## config.mk

```make
export PLATFORM = sky130hd
export DESIGN_NAME = oneshot_pair
export DESIGN_NICKNAME = d
export VERILOG_FILES = /design/src/rtl/oneshot_pkg.sv /design/src/rtl/os_sync.sv /design/src/rtl/os_qualify.sv /design/src/rtl/os_channel.sv /design/src/rtl/oneshot_pair.sv
export SDC_FILE = /design/constraint.sdc
export NUM_CORES = 1
export LEC_CHECK = 0
export ABC_AREA = 0
export ABC_CLOCK_PERIOD_IN_PS = 2050
export BUFFER_PORTS_ARGS = -buffer_cell sky130_fd_sc_hd__buf_4
export CORE_MARGIN = 2
export CORE_UTILIZATION = 55
export CTS_CLUSTER_DIAMETER = 120
export DETAILED_ROUTE_END_ITERATION = 10
export PLACE_DENSITY_LB_ADDON = 0.1
export SLEW_MARGIN = 15
export SYNTH_ARGS = -nofsm -noshare
export SYNTH_HDL_FRONTEND = slang
export SYNTH_HIERARCHICAL = 1
export SYNTH_SLANG_ARGS = --single-unit
```

## constraint.sdc

```tcl
create_clock -name clk -period 2.05 [get_ports clk]
set_input_delay 0.205 -clock clk [delete_from_list [all_inputs] [get_ports clk]]
set_output_delay 0.205 -clock clk [all_outputs]
set_load 0.05 [all_outputs]
```

## src/rtl/oneshot_pkg.sv

```systemverilog
package oneshot_pkg;

    // Levels of one channel's three asynchronous inputs.
    typedef struct packed {
        logic fall_in;   // falling-edge trigger
        logic rise_in;   // rising-edge trigger
        logic clr_n;     // active-low clear
    } os_pins_t;

    // Quiescent levels: no edge is seen if inputs rest here at reset release.
    localparam os_pins_t PINS_IDLE = '{fall_in: 1'b1, rise_in: 1'b0, clr_n: 1'b1};

    typedef enum logic [1:0] {
        SRC_NONE    = 2'd0,
        SRC_FALL    = 2'd1,
        SRC_RISE    = 2'd2,
        SRC_RELEASE = 2'd3
    } os_src_e;

endpackage

```

## src/rtl/os_sync.sv

```systemverilog
module os_sync
    import oneshot_pkg::*;
#(
    parameter int       STAGES  = 2,
    parameter os_pins_t RST_VAL = PINS_IDLE
) (
    input  logic     clk,
    input  logic     rst_n,
    input  os_pins_t pins_i,
    output os_pins_t pins_o
);

    typedef struct packed {
        os_pins_t [STAGES-1:0] stage;
    } sync_state_t;

    sync_state_t state_d, state_q;

    always_comb begin
        state_d          = state_q;
        state_d.stage[0] = pins_i;
        for (int i = 1; i < STAGES; i++) begin
            state_d.stage[i] = state_q.stage[i-1];
        end
    end

    always_ff @(posedge clk or negedge rst_n) begin
        if (!rst_n) begin
            state_q.stage <= {STAGES{RST_VAL}};
        end else begin
            state_q <= state_d;
        end
    end

    assign pins_o = state_q.stage[STAGES-1];

endmodule

```

## src/rtl/os_qualify.sv

```systemverilog
module os_qualify
    import oneshot_pkg::*;
(
    input  os_pins_t cur_i,
    input  os_pins_t prev_i,
    input  logic     armed_i,
    output os_src_e  src_o,
    output logic     armed_o
);

    logic fall_edge;
    logic rise_edge;
    logic clr_edge;
    logic level_ok;

    always_comb begin
        fall_edge = prev_i.fall_in & ~cur_i.fall_in;
        rise_edge = ~prev_i.rise_in & cur_i.rise_in;
        clr_edge  = ~prev_i.clr_n & cur_i.clr_n;
        // Every start path needs the falling trigger low and the rising trigger high.
        level_ok  = ~cur_i.fall_in & cur_i.rise_in;

        src_o = SRC_NONE;
        if (cur_i.clr_n && level_ok) begin
            if (fall_edge) begin
                src_o = SRC_FALL;
            end else if (rise_edge) begin
                src_o = SRC_RISE;
            end else if (clr_edge && armed_i) begin
                src_o = SRC_RELEASE;
            end
        end

        // Arming accumulates only while clear is low; clear high drops it.
        if (cur_i.clr_n) begin
            armed_o = 1'b0;
        end else begin
            armed_o = armed_i | cur_i.fall_in | ~cur_i.rise_in;
        end
    end

endmodule

```

## src/rtl/os_channel.sv

```systemverilog
module os_channel
    import oneshot_pkg::*;
#(
    parameter int WIDTH       = 8,
    parameter int SYNC_STAGES = 2
) (
    input  logic             clk,
    input  logic             rst_n,
    input  os_pins_t         pins_i,
    input  logic [WIDTH-1:0] width_i,
    output logic             pulse_o,
    output logic             pulse_n_o
);

    localparam logic [WIDTH-1:0] CNT_ZERO = '0;
    localparam logic [WIDTH-1:0] CNT_ONE  = {{(WIDTH-1){1'b0}}, 1'b1};

    typedef struct packed {
        os_pins_t         prev;
        logic             armed;
        logic [WIDTH-1:0] cnt;
    } ch_state_t;

    ch_state_t st_d, st_q;
    os_pins_t  synced;
    os_src_e   src;
    logic      armed_nxt;

    os_sync #(
        .STAGES  (SYNC_STAGES),
        .RST_VAL (PINS_IDLE)
    ) i_sync (
        .clk    (clk),
        .rst_n  (rst_n),
        .pins_i (pins_i),
        .pins_o (synced)
    );

    os_qualify i_qualify (
        .cur_i   (synced),
        .prev_i  (st_q.prev),
        .armed_i (st_q.armed),
        .src_o   (src),
        .armed_o (armed_nxt)
    );

    always_comb begin
        st_d       = st_q;
        st_d.prev  = synced;
        st_d.armed = armed_nxt;
        if (!synced.clr_n) begin
            st_d.cnt = CNT_ZERO;
        end else if (st_q.cnt != CNT_ZERO) begin
            st_d.cnt = st_q.cnt - CNT_ONE;
        end else if (src != SRC_NONE && width_i != CNT_ZERO) begin
            st_d.cnt = width_i;
        end
    end

    always_ff @(posedge clk or negedge rst_n) begin
        if (!rst_n) begin
            st_q.prev  <= PINS_IDLE;
            st_q.armed <= 1'b0;
            st_q.cnt   <= CNT_ZERO;
        end else begin
            st_q <= st_d;
        end
    end

    assign pulse_o   = (st_q.cnt != CNT_ZERO);
    assign pulse_n_o = ~pulse_o;

endmodule

```

## src/rtl/oneshot_pair.sv

```systemverilog
module oneshot_pair
    import oneshot_pkg::*;
#(
    parameter int NUM_CH      = 2,
    parameter int WIDTH       = 8,
    parameter int SYNC_STAGES = 2
) (
    input  logic                    clk,
    input  logic                    rst_n,
    input  logic [NUM_CH-1:0]       trig_fall_i,
    input  logic [NUM_CH-1:0]       trig_rise_i,
    input  logic [NUM_CH-1:0]       clr_n_i,
    input  logic [NUM_CH*WIDTH-1:0] width_i,
    output logic [NUM_CH-1:0]       pulse_o,
    output logic [NUM_CH-1:0]       pulse_n_o
);

    for (genvar g = 0; g < NUM_CH; g++) begin : g_ch
        os_pins_t pins;

        always_comb begin
            pins.fall_in = trig_fall_i[g];
            pins.rise_in = trig_rise_i[g];
            pins.clr_n   = clr_n_i[g];
        end

        os_channel #(
            .WIDTH       (WIDTH),
            .SYNC_STAGES (SYNC_STAGES)
        ) i_channel (
            .clk       (clk),
            .rst_n     (rst_n),
            .pins_i    (pins),
            .width_i   (width_i[g*WIDTH +: WIDTH]),
            .pulse_o   (pulse_o[g]),
            .pulse_n_o (pulse_n_o[g])
        );
    end

endmodule

```

==> Yosys cells after proc, flatten, opt, wreduce, memory -nomap -nowiden <==
Index checks and enable logic that the tools add are counted.
{ "word_totals": {"wordCells": 76, "output_inout_bits": 4, "ff_bits": 36} }
{ "classes": {"bitwise_logic": 22, "n_addsub": 2, "mux": 16, "n_reduce_logical": 12, "n_eq_ne": 2} }
{ "op_table": {"columns": ["op", "n"], "rows": [
  ["$mux W8", 6],
  ["$reduce_bool A8 Y1", 4],
  ["$mux W2", 8],
  ["$sub A8 B1 Y8 const B", 2],
  ["$not A1 Y1", 10],
  ["$and A1 B1 Y1", 8],
  ["$logic_and A1 B1 Y1", 6],
  ["$ne A3 B1 Y1 const B", 2],
  ["$or A1 B1 Y1", 4],
  ["$reduce_bool A2 Y1", 2],
  ["$mux W1", 2]
]} }

==> Longest topological paths before layout <==
{ "depth": {"ltp_word": 12, "ltp_mapped": 7} }

==> By module <==
The synthesis kept the hierarchy.
{ "by_module_without_submodules": {"columns": ["mod", "seq_area_each_um2", "cells_per_inst", "area_per_inst_um2", "instances"], "rows": [
  ["os_channel", 302.8, 65, 660.6, 2],
  ["os_sync", 155.1, 6, 155.1, 2],
  ["os_qualify", 0.0, 8, 66.3, 2]
]} }

==> Worst setup path after synthesis <==
OpenSTA, ideal clock, no wires.
{ "synth_path": {"path_kind": "register -> register", "startpoint": "register g_ch[0].i_channel/st_q[0] (netlist name)", "endpoint": "register g_ch[0].i_channel/st_q[0] (netlist name)", "t_arrival_ns": 1.531, "path_slack_ns": 0.399, "stages_incl_launch_ff": 8, "required_time_ns": 1.930, "period_less_slack_ns": 1.651, "n_path_buf": 0, "path_cell_list": "dfrtp_1 inv_1 ha_1 nor3b_2 nand2_4 inv_2 o211ai_1 and3_1"} }
{ "synth_via": {"elab_chain_len": 3, "word_cells_on_any_way": 5, "classes_between": "1 x add/sub; 1 x eq/ne; 2 x mux; 1 x reduce/logical"} }
{ "synth_rtl": {"columns": ["item", "line_no", "source"], "rows": [
  ["from (decl)", "os_channel.sv:24", "ch_state_t st_d, st_q;"],
  ["from (signal assigned)", "os_channel.sv:66", "st_q <= st_d;"],
  ["$sub A8 B1 Y8 or $reduce_bool A8 Y1 (tied branches)", "os_channel.sv:54, os_channel.sv:53", null],
  ["$mux W8", "os_channel.sv:53", "end else if (st_q.cnt != CNT_ZERO) begin"],
  ["$mux W8", "os_channel.sv:51", "if (!synced.clr_n) begin"]
]} }
Several ways; a longest one is shown, not always the timed one.
A chain may end at the register's enable or synchronous reset.

==> Final worst setup path <==
{ "layout_path": {"startpoint": "register g_ch[1].i_channel/st_q[1] (netlist name)", "endpoint": "output port pulse_n_o[1]"} }
{ "layout_via": {"elab_chain_len": 2} }
{ "layout_rtl": {"columns": ["item", "line_no", "source"], "rows": [
  ["from (decl)", "os_channel.sv:24", null],
  ["from (signal assigned)", "os_channel.sv:66", null],
  ["$reduce_bool A8 Y1", "os_channel.sv:70", "assign pulse_o = (st_q.cnt != CNT_ZERO);"],
  ["$not A1 Y1", "os_channel.sv:71", "assign pulse_n_o = ~pulse_o;"],
  ["to (decl)", "oneshot_pair.sv:15", "output logic [NUM_CH-1:0] pulse_n_o"]
]} }
No other way between the ends.

==> summary.md <==
| Metric | Value |
|---|---|
| Die Area | 3680 µm² |
| GPL Wtd Cong | 0.906 |
| TritonCTS Sinks | 36 |
| Static Leak | 0.00101 µW |
| FILL cells | 239 |
| Yosys top cell by area | dfrtp_1 |
| Final Cycle Share | 93.6% |
| Seq/Total Area, Yosys | 51.9% |
| Worst-skew pair later-pin latency | 330 ps |
| Row cnt | 20 |
| Post-synth net total | 186 |
| Die height | 60.6 µm |
| Post-synthesis xor/xnor area fraction | 3.97% |
| Final nets | 233 |
| Crit-path max FO | 6 |
| Share of layout cells above drive strength 1 | 35.0% |
| DRC viols | 0 |
| Setup violators final | 0 |
| All-layer global routing usage | 21.9% |
| Max Clk Rate | 0.521 GHz |
| First-pass GRT wire length | 5.80 mm |
| Post-synth EDFFs | 0 |
| Main flop type after synthesis | dfrtp_1 |
| Final Hold Fails | 0 |
| Initial Util | 57.8% |
| Yosys cell types | 33 |
| Required time worst endpoint | 1850 ps |
| Asr flop ratio synth | 100% |
| Mapped cell area | 1760 µm² |
| Total wire length | 3.57 mm |
| Largest net degree at the start of global routing | 37 |
| Vias in the first global route | 1,350 |
| Critical-path cell list | inv_1 -> ha_2 -> nor3b_4 -> nand2_4 -> inv_4 -> buf_6 |
| Kind of end point of the critical path | output port |
| Post-Synth Simple-Gate Area | 21.6% |
| Synth Instances | 158 |
| Area Growth Syn to Fin | 26.2% |
| Commonest non-fill, non-tap cells in the layout | buf_4, dfrtp_1, nor2_1 |
| Largest family of logic cells by synthesized area | simple AND/OR/NAND/NOR gates |
| Worst Setup Path Type | reg -> out |
| # H-tree levels | 2 |
| Multi-input gate area | 798 µm² |
| Core Area | 3050 µm² |
| Yosys top cell area share | 34.0% |
| Adder-cell area share of the yosys netlist | 2.84% |
| Synthesis Warnings | 6 |
| Max_slew headroom | 67.9% |
| Fin. max-slew vios | 0 |
| Final Skew | 12.0 ps |
| Crit path max-delay family | flip-flops |
| WP data arrival | 1710 ps |
| DR iter-0 viols | 71 |
| Post-Syn Area per Cell | 11.2 µm² |
| Max incr delay on CP | 430 ps |
| WHS | 172 ps |
| Via count | 1,353 |
| CP Buf/Inv Count | 3 |
| Antenna violations before repair | 0 |
| Result of the run | finished, final reports clean |
| Commonest non-fill, non-tap cell in the layout | buf_4 |
| DR WL/cell | 14.3 µm |
| Port bufs | 27 |
| Final HPWL DP | 2.48 mm |
| Crit path launch type | flop |
| Hold Path Class | in -> reg |
| Chip Width | 60.6 µm |
| CTS clock-pin slew for the worst setup and hold paths | 100 ps |
| Power per Cell Area | 1360 nW/µm² |
| Worst-Margin Slew | 477 ps |
| Remaining Overflow, GRT | 0 |
| CTS Buf Count | 5 |
| Antenna Nets Post-Route | 0 |
| Peak VDD IR | 0.000921 V |
| # IOs | 28 |
| Antenna diode count | 0 |
| Vias per inst | 5.41 |
| CTS tree | built |
| Synth Register Bits | 36 |
| Synth area leaders | dfrtp_1, dfstp_2, nor2_1 |
| Setup TNS | 0 ps |
| Max Cap Viol | 0 |
| Crit-path slowest cell | dfrtp_1 |
| CTS root buffer | clkbuf_4 |
| TritonRoute pass-1 iters | 4 |
| Minimum clock period | 1920 ps |
| Clk buf depth | 2 |
| Compound-Gate Fraction of Synth Area | 14.6% |
| FF+latch area | 916 µm² |
| Mux cell area share after synthesis | 1.28% |
-- power by group --
part           internal [µW]  switching, µW  total (µW)
Combinational            731            842        1570
Sequential               862            171        1030
Clock                    202            215         417
Total                   1800           1230        3020
-- area by class of cell --
class	count	share of cell area [%]
clock buffer	8	3.09
inverter	12	2.14
multi-input combinational	108	35.9
sequential	36	41.1
tap	44	2.47
timing repair buffer	42	15.3
-- cell families after synthesis --
| family | Yosys count |
|---|---|
| mux | 2 |
| xor+xnor | 8 |
| buf+inv | 14 |
| compound gates | 36 |
| flops | 36 |
| fa+ha+maj | 4 |
| simple gates | 58 |
-- per-layer routing --
metal  GRT usage, %  vias to the layer above  share of wire (%)
met1           25.7                      662                 43
met5              0                        -                  0
met4           7.76                        0                1.3
met3           5.97                        7                3.6
li1               -                      658                  -
met2           38.6                       26                 52
-- sequential cells by signal (all words and copies together), names as in the netlist --
signal	count
g_ch.i_channel/st_q	24
g_ch.i_channel/i_sync/pins_o	6
g_ch.i_channel/i_sync/state_d	6
-- worst min-delay path: cells and delay by family --
family | cells | cell delay [ps]
buffers and inverters | 1 | 120
AND/OR/NAND/NOR | 1 | 90
AO/OA/AOI/OAI | 1 | 50
-- stage by stage --
step                      setup WS (ps)  instance area (µm²)  cells  util, %  total power, µW
after floorplan                     399                 1760    158        -             2120
after global placement              377                 2010    228     65.7             2340
after detailed placement            286                 2010    228     65.7             2380
after CTS                          10.2                 2160    243     70.7             2880
after global routing              -13.0                 2230    250     72.9             3240
final                               130                 2230    250     72.9             3020
-- path summary, 6_finish.rpt --
kind | startpoint | to | slack (ps) | cells after the start
max | g_ch[1].i_channel/st_q[1] | pulse_n_o[1] | 130 | 6
min | width_i[11] | g_ch[1].i_channel/st_q[3] | 170 | 3
max reg2reg | g_ch[0].i_channel/i_sync/pins_o[0] | g_ch[0].i_channel/st_q[5] | 250 | 6
min reg2reg | g_ch[0].i_channel/i_sync/state_d[3] | g_ch[0].i_channel/i_sync/pins_o[0] | 360 | 0
max in group asynchronous | rst_n | g_ch[0].i_channel/st_q[9] | 1350 | 2
min in group asynchronous | rst_n | g_ch[1].i_channel/i_sync/pins_o[1] | 350 | 2
-- timing repair --
item	in CTS	in global routing
gates resized for setup	2	5
hold buffers	7	0
gates cloned	0	0
endpoints found under the setup margin	2	4
endpoints found under the hold margin	30	0
setup buffers	0	7
-- cell usage after synthesis (4+ instances only) --
| cell | number |
|---|---|
| a21oi_1 | 6 |
| xnor2_1 | 4 |
| nand2_1 | 8 |
| xor2_1 | 4 |
| nor3_1 | 4 |
| dfstp_2 | 12 |
| inv_1 | 10 |
| dfrtp_1 | 24 |
| and3_1 | 6 |
| o211ai_1 | 4 |
| nand3b_1 | 4 |
| ha_1 | 4 |
| o21ai_0 | 4 |
| nand2b_1 | 4 |
| nor2_1 | 18 |
| a211oi_1 | 8 |
No activity file was read; power rests on OpenSTA's default activity.
